==> src/rtl/fwh_pkg.sv <==
package fwh_pkg;

  typedef enum logic [3:0] {
    S_IDLE, S_ID, S_ADDR, S_MSIZE, S_TAR1, S_TAR2,
    S_WSYNC, S_RSYNC, S_DLO, S_DHI, S_TARA
  } fwh_st_e;

  localparam logic [3:0] NIB_START = 4'hD;
  localparam logic [3:0] NIB_WAIT  = 4'h5;
  localparam logic [3:0] NIB_READY = 4'h0;
  localparam logic [3:0] NIB_TURN  = 4'hF;

  // pick one nibble of a byte, low half when hi is 0
  function automatic logic [3:0] nib_of(input logic [7:0] b, input logic hi);
    return hi ? b[7:4] : b[3:0];
  endfunction

  // states in which the target owns the shared lines
  function automatic logic owns_bus(input fwh_st_e s);
    return (s == S_TAR2) || (s == S_WSYNC) || (s == S_RSYNC) ||
           (s == S_DLO)  || (s == S_DHI)   || (s == S_TARA);
  endfunction

endpackage

==> src/rtl/fwh_hdr_capture.sv <==
module fwh_hdr_capture #(
  parameter int ADDR_W = 8
) (
  input  logic              clk,
  input  logic              rst_n,
  input  logic              cap_addr,
  input  logic [3:0]        bus_in,
  input  logic [3:0]        id_strap,
  output logic              id_hit,
  output logic [ADDR_W-1:0] addr_q
);

  // comparison used by the sequencer in the select clock
  assign id_hit = (bus_in == id_strap);

  // most significant nibble arrives first; upper bits fall off the top
  always_ff @(posedge clk or negedge rst_n) begin
    if (!rst_n)        addr_q <= '0;
    else if (cap_addr) addr_q <= ADDR_W'({addr_q, bus_in});
  end

endmodule

==> src/rtl/fwh_seq.sv <==
module fwh_seq
  import fwh_pkg::*;
#(
  parameter int ADDR_NIB = 7,
  parameter int WAIT_N   = 2
) (
  input  logic       clk,
  input  logic       rst_n,
  input  logic       frame_n,
  input  logic [3:0] bus_in,
  input  logic       id_hit,
  output fwh_st_e    st,
  output logic       cap_addr,
  output logic       rd_strobe,
  output logic       data_cap
);

  localparam int CNT_MAX = (ADDR_NIB > WAIT_N) ? ADDR_NIB : WAIT_N;
  localparam int CNT_W   = $clog2(CNT_MAX + 1);
  localparam logic [CNT_W-1:0] ADDR_LAST = CNT_W'(ADDR_NIB - 1);
  localparam logic [CNT_W-1:0] WAIT_LAST = CNT_W'(WAIT_N - 1);

  fwh_st_e          nxt;
  logic [CNT_W-1:0] cnt;

  always_comb begin
    nxt = st;
    if (!frame_n) begin
      // a low strobe opens a frame or cuts the current one
      nxt = (bus_in == NIB_START) ? S_ID : S_IDLE;
    end else begin
      unique case (st)
        S_IDLE:  nxt = S_IDLE;
        S_ID:    nxt = id_hit ? S_ADDR : S_IDLE;
        S_ADDR:  nxt = (cnt == ADDR_LAST) ? S_MSIZE : S_ADDR;
        S_MSIZE: nxt = S_TAR1;
        S_TAR1:  nxt = S_TAR2;
        S_TAR2:  nxt = S_WSYNC;
        S_WSYNC: nxt = (cnt == WAIT_LAST) ? S_RSYNC : S_WSYNC;
        S_RSYNC: nxt = S_DLO;
        S_DLO:   nxt = S_DHI;
        S_DHI:   nxt = S_TARA;
        S_TARA:  nxt = S_IDLE;
        default: nxt = S_IDLE;
      endcase
    end
  end

  always_ff @(posedge clk or negedge rst_n) begin
    if (!rst_n) begin
      st  <= S_IDLE;
      cnt <= '0;
    end else begin
      st  <= nxt;
      cnt <= (nxt != st) ? '0 : cnt + 1'b1;
    end
  end

  assign cap_addr  = (st == S_ADDR) && frame_n;
  assign rd_strobe = (st == S_MSIZE);
  assign data_cap  = (st == S_TAR1);

endmodule

==> src/rtl/fwh_drive.sv <==
module fwh_drive
  import fwh_pkg::*;
(
  input  logic       clk,
  input  logic       rst_n,
  input  fwh_st_e    st,
  input  logic       data_cap,
  input  logic [7:0] mem_rdata,
  output logic [3:0] bus_out,
  output logic       bus_oe
);

  logic [7:0] data_q;

  always_ff @(posedge clk or negedge rst_n) begin
    if (!rst_n)        data_q <= '0;
    else if (data_cap) data_q <= mem_rdata;
  end

  assign bus_oe = owns_bus(st);

  always_comb begin
    unique case (st)
      S_WSYNC: bus_out = NIB_WAIT;
      S_RSYNC: bus_out = NIB_READY;
      S_DLO:   bus_out = nib_of(data_q, 1'b0);
      S_DHI:   bus_out = nib_of(data_q, 1'b1);
      default: bus_out = NIB_TURN;
    endcase
  end

endmodule

==> src/rtl/fwh_read_target.sv <==
module fwh_read_target
  import fwh_pkg::*;
#(
  parameter int ADDR_W   = 8,
  parameter int ADDR_NIB = 7,
  parameter int WAIT_N   = 2
) (
  input  logic              clk,
  input  logic              rst_n,
  input  logic              frame_n,
  input  logic [3:0]        bus_in,
  input  logic [3:0]        id_strap,
  output logic [3:0]        bus_out,
  output logic              bus_oe,
  output logic [ADDR_W-1:0] mem_addr,
  output logic              mem_rd,
  input  logic [7:0]        mem_rdata
);

  // named internal events, observed by the bound checker
  fwh_st_e st;
  logic    id_hit;
  logic    cap_addr;
  logic    data_cap;

  fwh_seq #(.ADDR_NIB(ADDR_NIB), .WAIT_N(WAIT_N)) u_seq (
    .clk(clk), .rst_n(rst_n), .frame_n(frame_n), .bus_in(bus_in),
    .id_hit(id_hit), .st(st), .cap_addr(cap_addr),
    .rd_strobe(mem_rd), .data_cap(data_cap)
  );

  fwh_hdr_capture #(.ADDR_W(ADDR_W)) u_hdr (
    .clk(clk), .rst_n(rst_n), .cap_addr(cap_addr), .bus_in(bus_in),
    .id_strap(id_strap), .id_hit(id_hit), .addr_q(mem_addr)
  );

  fwh_drive u_drv (
    .clk(clk), .rst_n(rst_n), .st(st), .data_cap(data_cap),
    .mem_rdata(mem_rdata), .bus_out(bus_out), .bus_oe(bus_oe)
  );

endmodule

==> config.mk <==
export PLATFORM = sky130hd
export DESIGN_NAME = fwh_read_target
export DESIGN_NICKNAME = d
export VERILOG_FILES = /design/src/rtl/fwh_pkg.sv /design/src/rtl/fwh_hdr_capture.sv /design/src/rtl/fwh_seq.sv /design/src/rtl/fwh_drive.sv /design/src/rtl/fwh_read_target.sv
export SDC_FILE = /design/constraint.sdc
export NUM_CORES = 1
export LEC_CHECK = 0
export ABC_AREA = 1
export BUFFER_PORTS_ARGS = -buffer_cell sky130_fd_sc_hd__buf_2
export CAP_MARGIN = 20
export CORE_MARGIN = 2
export CORE_UTILIZATION = 47
export CTS_CLUSTER_SIZE = 20
export DETAILED_ROUTE_END_ITERATION = 16
export PLACE_DENSITY = 0.87
export SETUP_SLACK_MARGIN = 0.5
export SLEW_MARGIN = 20
export SYNTH_ARGS = -nofsm -noshare
export SYNTH_HDL_FRONTEND = slang
export SYNTH_HIERARCHICAL = 1
export SYNTH_SLANG_ARGS = --single-unit
==> constraint.sdc <==
create_clock -name clk -period 1.54 [get_ports clk]
set_input_delay 0.154 -clock clk [delete_from_list [all_inputs] [get_ports clk]]
set_output_delay 0.154 -clock clk [all_outputs]
set_load 0.01 [all_outputs]
# [After elaboration in Yosys (flattened, before gate mapping)]
# Index checks and enable logic that the tools add are counted.
[totals] wordCells=34 output_inout_bits=14 register_bits=23 input_bits=19
[classes] n_addsub=1 n_mux=8 n_eq_ne=15 n_reduce_logical=6
[ops] cell="case mux 4 bit (9 select lines)" count=1
[ops] cell="equality test 4 x 3 -> 1 bit (second input constant)" count=4
[ops] cell="equality test 4 bit (second input constant)" count=4
[ops] cell="case mux 4 bit (4 select lines)" count=1
[ops] cell="equality test 4 x 2 -> 1 bit (second input constant)" count=2
[ops] cell="logical OR 1 bit" count=5
[ops] cell="equality test 4 x 1 -> 1 bit (second input constant)" count=1
[ops] cell="equality test 4 bit" count=1
[ops] cell="two-way mux 4 bit" count=1
[ops] cell="!= test 4 bit" count=1
[ops] cell="adder 3 x 1 -> 3 bit (second input constant)" count=1
[ops] cell="equality test 3 x 1 -> 1 bit (second input constant)" count=1
[ops] cell="equality test 3 bit (second input constant)" count=1
[ops] cell="two-way mux 1 bit" count=3
[ops] cell="two-way mux 3 bit" count=1
[ops] cell="two-way mux 2 bit" count=1
[ops] cell="logical AND 1 bit" count=1

# [Depth between registers and ports, before layout]
[logic_depth] word_depth=6 depth_mapped=14 depth_no_buf=14

# [Cells and area by module]
# The synthesis kept the hierarchy.
[modules_own_cells] module="fwh_seq" area_each_um2=528.0 instances=1 cells_each=75
[modules_own_cells] module="fwh_drive" area_each_um2=439.2 instances=1 cells_each=46
[modules_own_cells] module="fwh_hdr_capture" area_each_um2=362.8 instances=1 cells_each=44

# [Worst setup path before layout]
# Ideal clock, no wire load.
[synth_timing] path_kind="register to register" from="register u_seq.st[2]" to="register u_hdr.addr_q[2]" path_stages_with_launch=6 t_required_ns=1.414 synth_period_minus_slack_ns=1.504 n_path_buf=1 setup_slack_ns=0.036 arrival_ns=1.378 path_cell_list="dfrtp_1 > inv_2 > nand2_1 > nor3_1 > buf_6 > o21ai_0"
[synth_between] elab_chain_len=2
[synth_lines] item="from (decl)" line_no="fwh_seq.sv:12" source="output fwh_st_e st,"
[synth_lines] item="from (signal assigned)" line_no="fwh_seq.sv:54" source="st <= nxt;"
[synth_lines] item="equality test 4 x 2 -> 1 bit" line_no="fwh_seq.sv:59" source="assign cap_addr = (st == S_ADDR) && frame_n;"
[synth_lines] item="logical AND 1 bit" line_no="fwh_seq.sv:59"
[synth_lines] item="named net cap_addr" line_no="fwh_read_target.sv:23" source="logic cap_addr;"
[synth_lines] item="to (signal assigned)" line_no="fwh_hdr_capture.sv:19" source="else if (cap_addr) addr_q <= ADDR_W'({addr_q, bus_in});"
[synth_lines] item="to (decl)" line_no="fwh_hdr_capture.sv:10" source="output logic [ADDR_W-1:0] addr_q"
# The timed path passes the listed nets, and every way through them passes these cells.
# A chain may end at the register's enable or synchronous reset.

# [Worst setup path in the final report]
[layout_timing] from="register u_seq.st[2]" to="output bus_out[3]"
[layout_between] elab_chain_len=2 elab_cells_between_ends=5 cone_classes="eq/ne: 4; mux: 1"
[layout_lines] item="equality test 4 bit or equality test 4 x 3 -> 1 bit (tied branches)" line_no="fwh_drive.sv:23" source="unique case (st)"
[layout_lines] item="case mux 4 bit (4 select lines) (*)" line_no="fwh_drive.sv:23"
[layout_lines] item="to (decl)" line_no="fwh_read_target.sv:13" source="output logic [3:0] bus_out,"
# Every way passes the cells marked *; elsewhere a longest branch is shown, timed or not.

==> metrics <==
FP Rows 19; Syn. warnings 6; CTS clk-pin slew, worst paths about 0.14 ns; IO buf count 32; delay-heaviest family, CP flip-flops; WP buf/inv 1; main flop type after synthesis dfrtp_1; vias in the first global route around 1.4k; Post-Syn Instances about 170; total number of vias 1482; Worst setup SP type flop; 1st-pass router iterations 5; EDFF count, synth 0; Worst Path Required between 1 and 1.5 ns; die area 3270 sq um; clock root buffer clkbuf_4; FF-to-FF path depth 12; number of fill cells roughly 160; Arr. time, crit path 1.50 ns; register area share after synthesis 0.433; RSZ-0062 raised after global routing true; Synth top area share 0.433; Max Root-Sink Buffers 2; CP endpoint bus_out[3]; RR Startpoint u_seq/st[1]; Final Setup Violations 8; TritonCTS clock tree done; largest net degree at the start of global routing 24; Remaining DRCs 0; max incr delay on CP 0.52 ns; failing checks setup timing; CP Launch Point u_seq/st[2]; r2r endpoint u_seq/cnt[2]; CP endpoint kind output pin; Num CTS Buffers 3; final worst path period need about 1.7 ns; antenna cells 0; maxcap violations 0; io pins 33; crit path max fanout 7; Hold Path Depth 2; Post-layout nets about 250; CP Class flop to output pin; cell taking the most area after synthesis dfrtp_1; most used cell, CP nand3_1; post-DP HPWL around 2100 um; Detailed Route Iter0 Violations 73; Routed Antenna Nets 0; footprint of the multi-input gates about 820 sq um; Clk Latency, worst-skew pair between 0.3 and 0.4 ns; Final Instance Count excl. Fillers roughly 260; count of cell types in the netlist 24; worst vdd ir roughly 700 uV; Sink Count 23; Mean Syn Cell Area 8.06 sq um; final wirelength around 4500 um; DR vias/cell between 5 and 6; Cell Pwr Density between 600 and 700 nW/um^2; area grow syn2layout 49.6%; Slew headroom 0.650; Final period util 1.07; layout cells sized above 1 0.571; Hold WC Path Type input port to flop; top post-synthesis cells by area dfrtp_1, nand2_1, mux2_2; antenna violations before repair 0; fmax ~600 MHz; Fin. Hold Viols 0; global route total overflow 0; WL/cell 17.4 um; Pins Over Slew Limit 0; flop and latch count out of synthesis 23; synthesized cell area ~1300 sq um; chip height ~57 um; Worst path slowest cell dfrtp_2; first-pass GRT wire length 6120 um; r2r setup slk -0.06 ns; Starting Density 0.491; Pleak 1.01 nW; CP cell instances nor2_4, nand3_1, nand3_1, buf_2; Placed Cells about 230; register area between 500 and 600 sq um; worst slew pin tran between 0.5 and 0.6 ns; Syn Nets around 190; number of H-tree levels 1; RePlAce Congestion 0.879; Post-synth ARST share 1.00; status complete, but fails checks; core area roughly 2700 sq um; gr usage total 0.244; Power Total between 0.001 and 0.0015 W; clock skew after layout between 0.01 and 0.015 ns; critical path depth in cells 4; final worst slack -0.113 ns; DIE WIDTH between 50 and 60 um
[Yosys cell counts, types with 3 or more instances]
master and instances:
nor2_1 23, inv_2 5, a21oi_1 5, nand4_1 3
xnor2_1 3, nand2_1 31, nor2_4 4, inv_1 17
nand2_2 6, mux2_2 8, nand3_1 16, o21ai_0 5
dfrtp_1 23, nand3b_1 3
[power breakdown]
| group | switching (W) | total, W | internal (W) |
|---|---|---|---|
| clock network | 0.000198 | 0.000295 | 0.0000974 |
| registers | 0.0000589 | 0.000729 | 0.000670 |
| logic | 0.000178 | 0.000329 | 0.000151 |
[state kept, by name (all words and copies together), names as in the netlist]
| signal | count |
|---|---|
| u_drv/data_q | 8 |
| u_hdr/addr_q | 8 |
| u_seq/st | 4 |
| u_seq/cnt | 3 |
[cells in the final DEF, fill, tap and decap left out, types with 3 or more instances in the layout]
| cell type | count |
|---|---|
| nand2_1 | 20 |
| nand3_2 | 6 |
| inv_2 | 4 |
| a21oi_2 | 4 |
| nand3b_1 | 3 |
| mux2_2 | 7 |
| dfrtp_1 | 20 |
| nor2_1 | 12 |
| nand2_4 | 7 |
| nor2_2 | 5 |
| nand3_1 | 11 |
| nor2_4 | 11 |
| buf_6 | 10 |
| clkbuf_4 | 3 |
| buf_2 | 31 |
| inv_1 | 15 |
| nand4_1 | 3 |
| nand2_2 | 10 |
| o21ai_2 | 3 |
| dfrtp_2 | 3 |
| xnor2_1 | 3 |
| buf_4 | 18 |
[area by class of cell]
class	instances	area share
repair buffers	60	0.208
well taps	31	0.0195
flip-flops and latches	23	0.291
clock buffers	3	0.0113
inverters	24	0.0541
clock inverters	1	0.00252
multi-input cells	115	0.414
[routing by layer]
layer	track usage	vias to the layer above	part of all wire
met5	0	-	0
met4	0.130	0	0.057
met3	0.0181	24	0.065
met2	0.424	96	0.51
met1	0.302	710	0.37
li1	-	652	-
[cells by family (layout without fill, tap and decap cells)]
| logic type | count (synthesis) | after routing | synth area share |
|---|---|---|---|
| buffers and inverters | 27 | 88 | 0.0922 |
| adder cells (fa/ha/maj) | 1 | 1 | 0.00941 |
| XOR/XNOR | 3 | 3 | 0.0198 |
| multiplexers | 8 | 8 | 0.0677 |
| flip-flops | 23 | 23 | 0.433 |
| AO/OA/AOI/OAI | 13 | 13 | 0.0527 |
| AND/OR/NAND/NOR | 90 | 90 | 0.325 |
[timing repair]
action,CTS,global route
setup endpoints to repair,28,34
gates cloned,1,0
hold buffers,1,0
gates resized for setup,41,30
setup buffers,17,5
pin swaps,14,5
endpoints found under the hold margin,23,0
[through the flow]
step / setup TNS (ns) / hold slack (ns) / utilization / setup slack (ns) / instance area [sq um]
global route: -1.20 / 0.0348 / 0.734 / -0.194 / 1990
CTS: -0.0260 / 0.0470 / 0.682 / -0.0157 / 1850
global placement: 0 / 0.149 / 0.572 / 0.125 / 1550
detailed placement: 0 / 0.154 / 0.572 / 0.0415 / 1550
floorplan: 0 / -0.142 / - / 0.212 / 1350
finish: -0.530 / 0.0448 / 0.734 / -0.113 / 1990
[worst min path at each step]
stage | startpoint | endpoint | slack [ns]
2_1_floorplan | rst_n | u_drv/data_q[0] | -0.14
3_3_place_gp | rst_n | u_hdr/addr_q[7] | 0.15
3_5_place_dp | rst_n | u_hdr/addr_q[7] | 0.15
4_1_cts | mem_rdata[7] | u_drv/data_q[7] | 0.05
5_1_grt | mem_rdata[4] | u_drv/data_q[4] | 0.03
6_report | mem_rdata[7] | u_drv/data_q[7] | 0.04
Power figures use the tool's default switching activity.
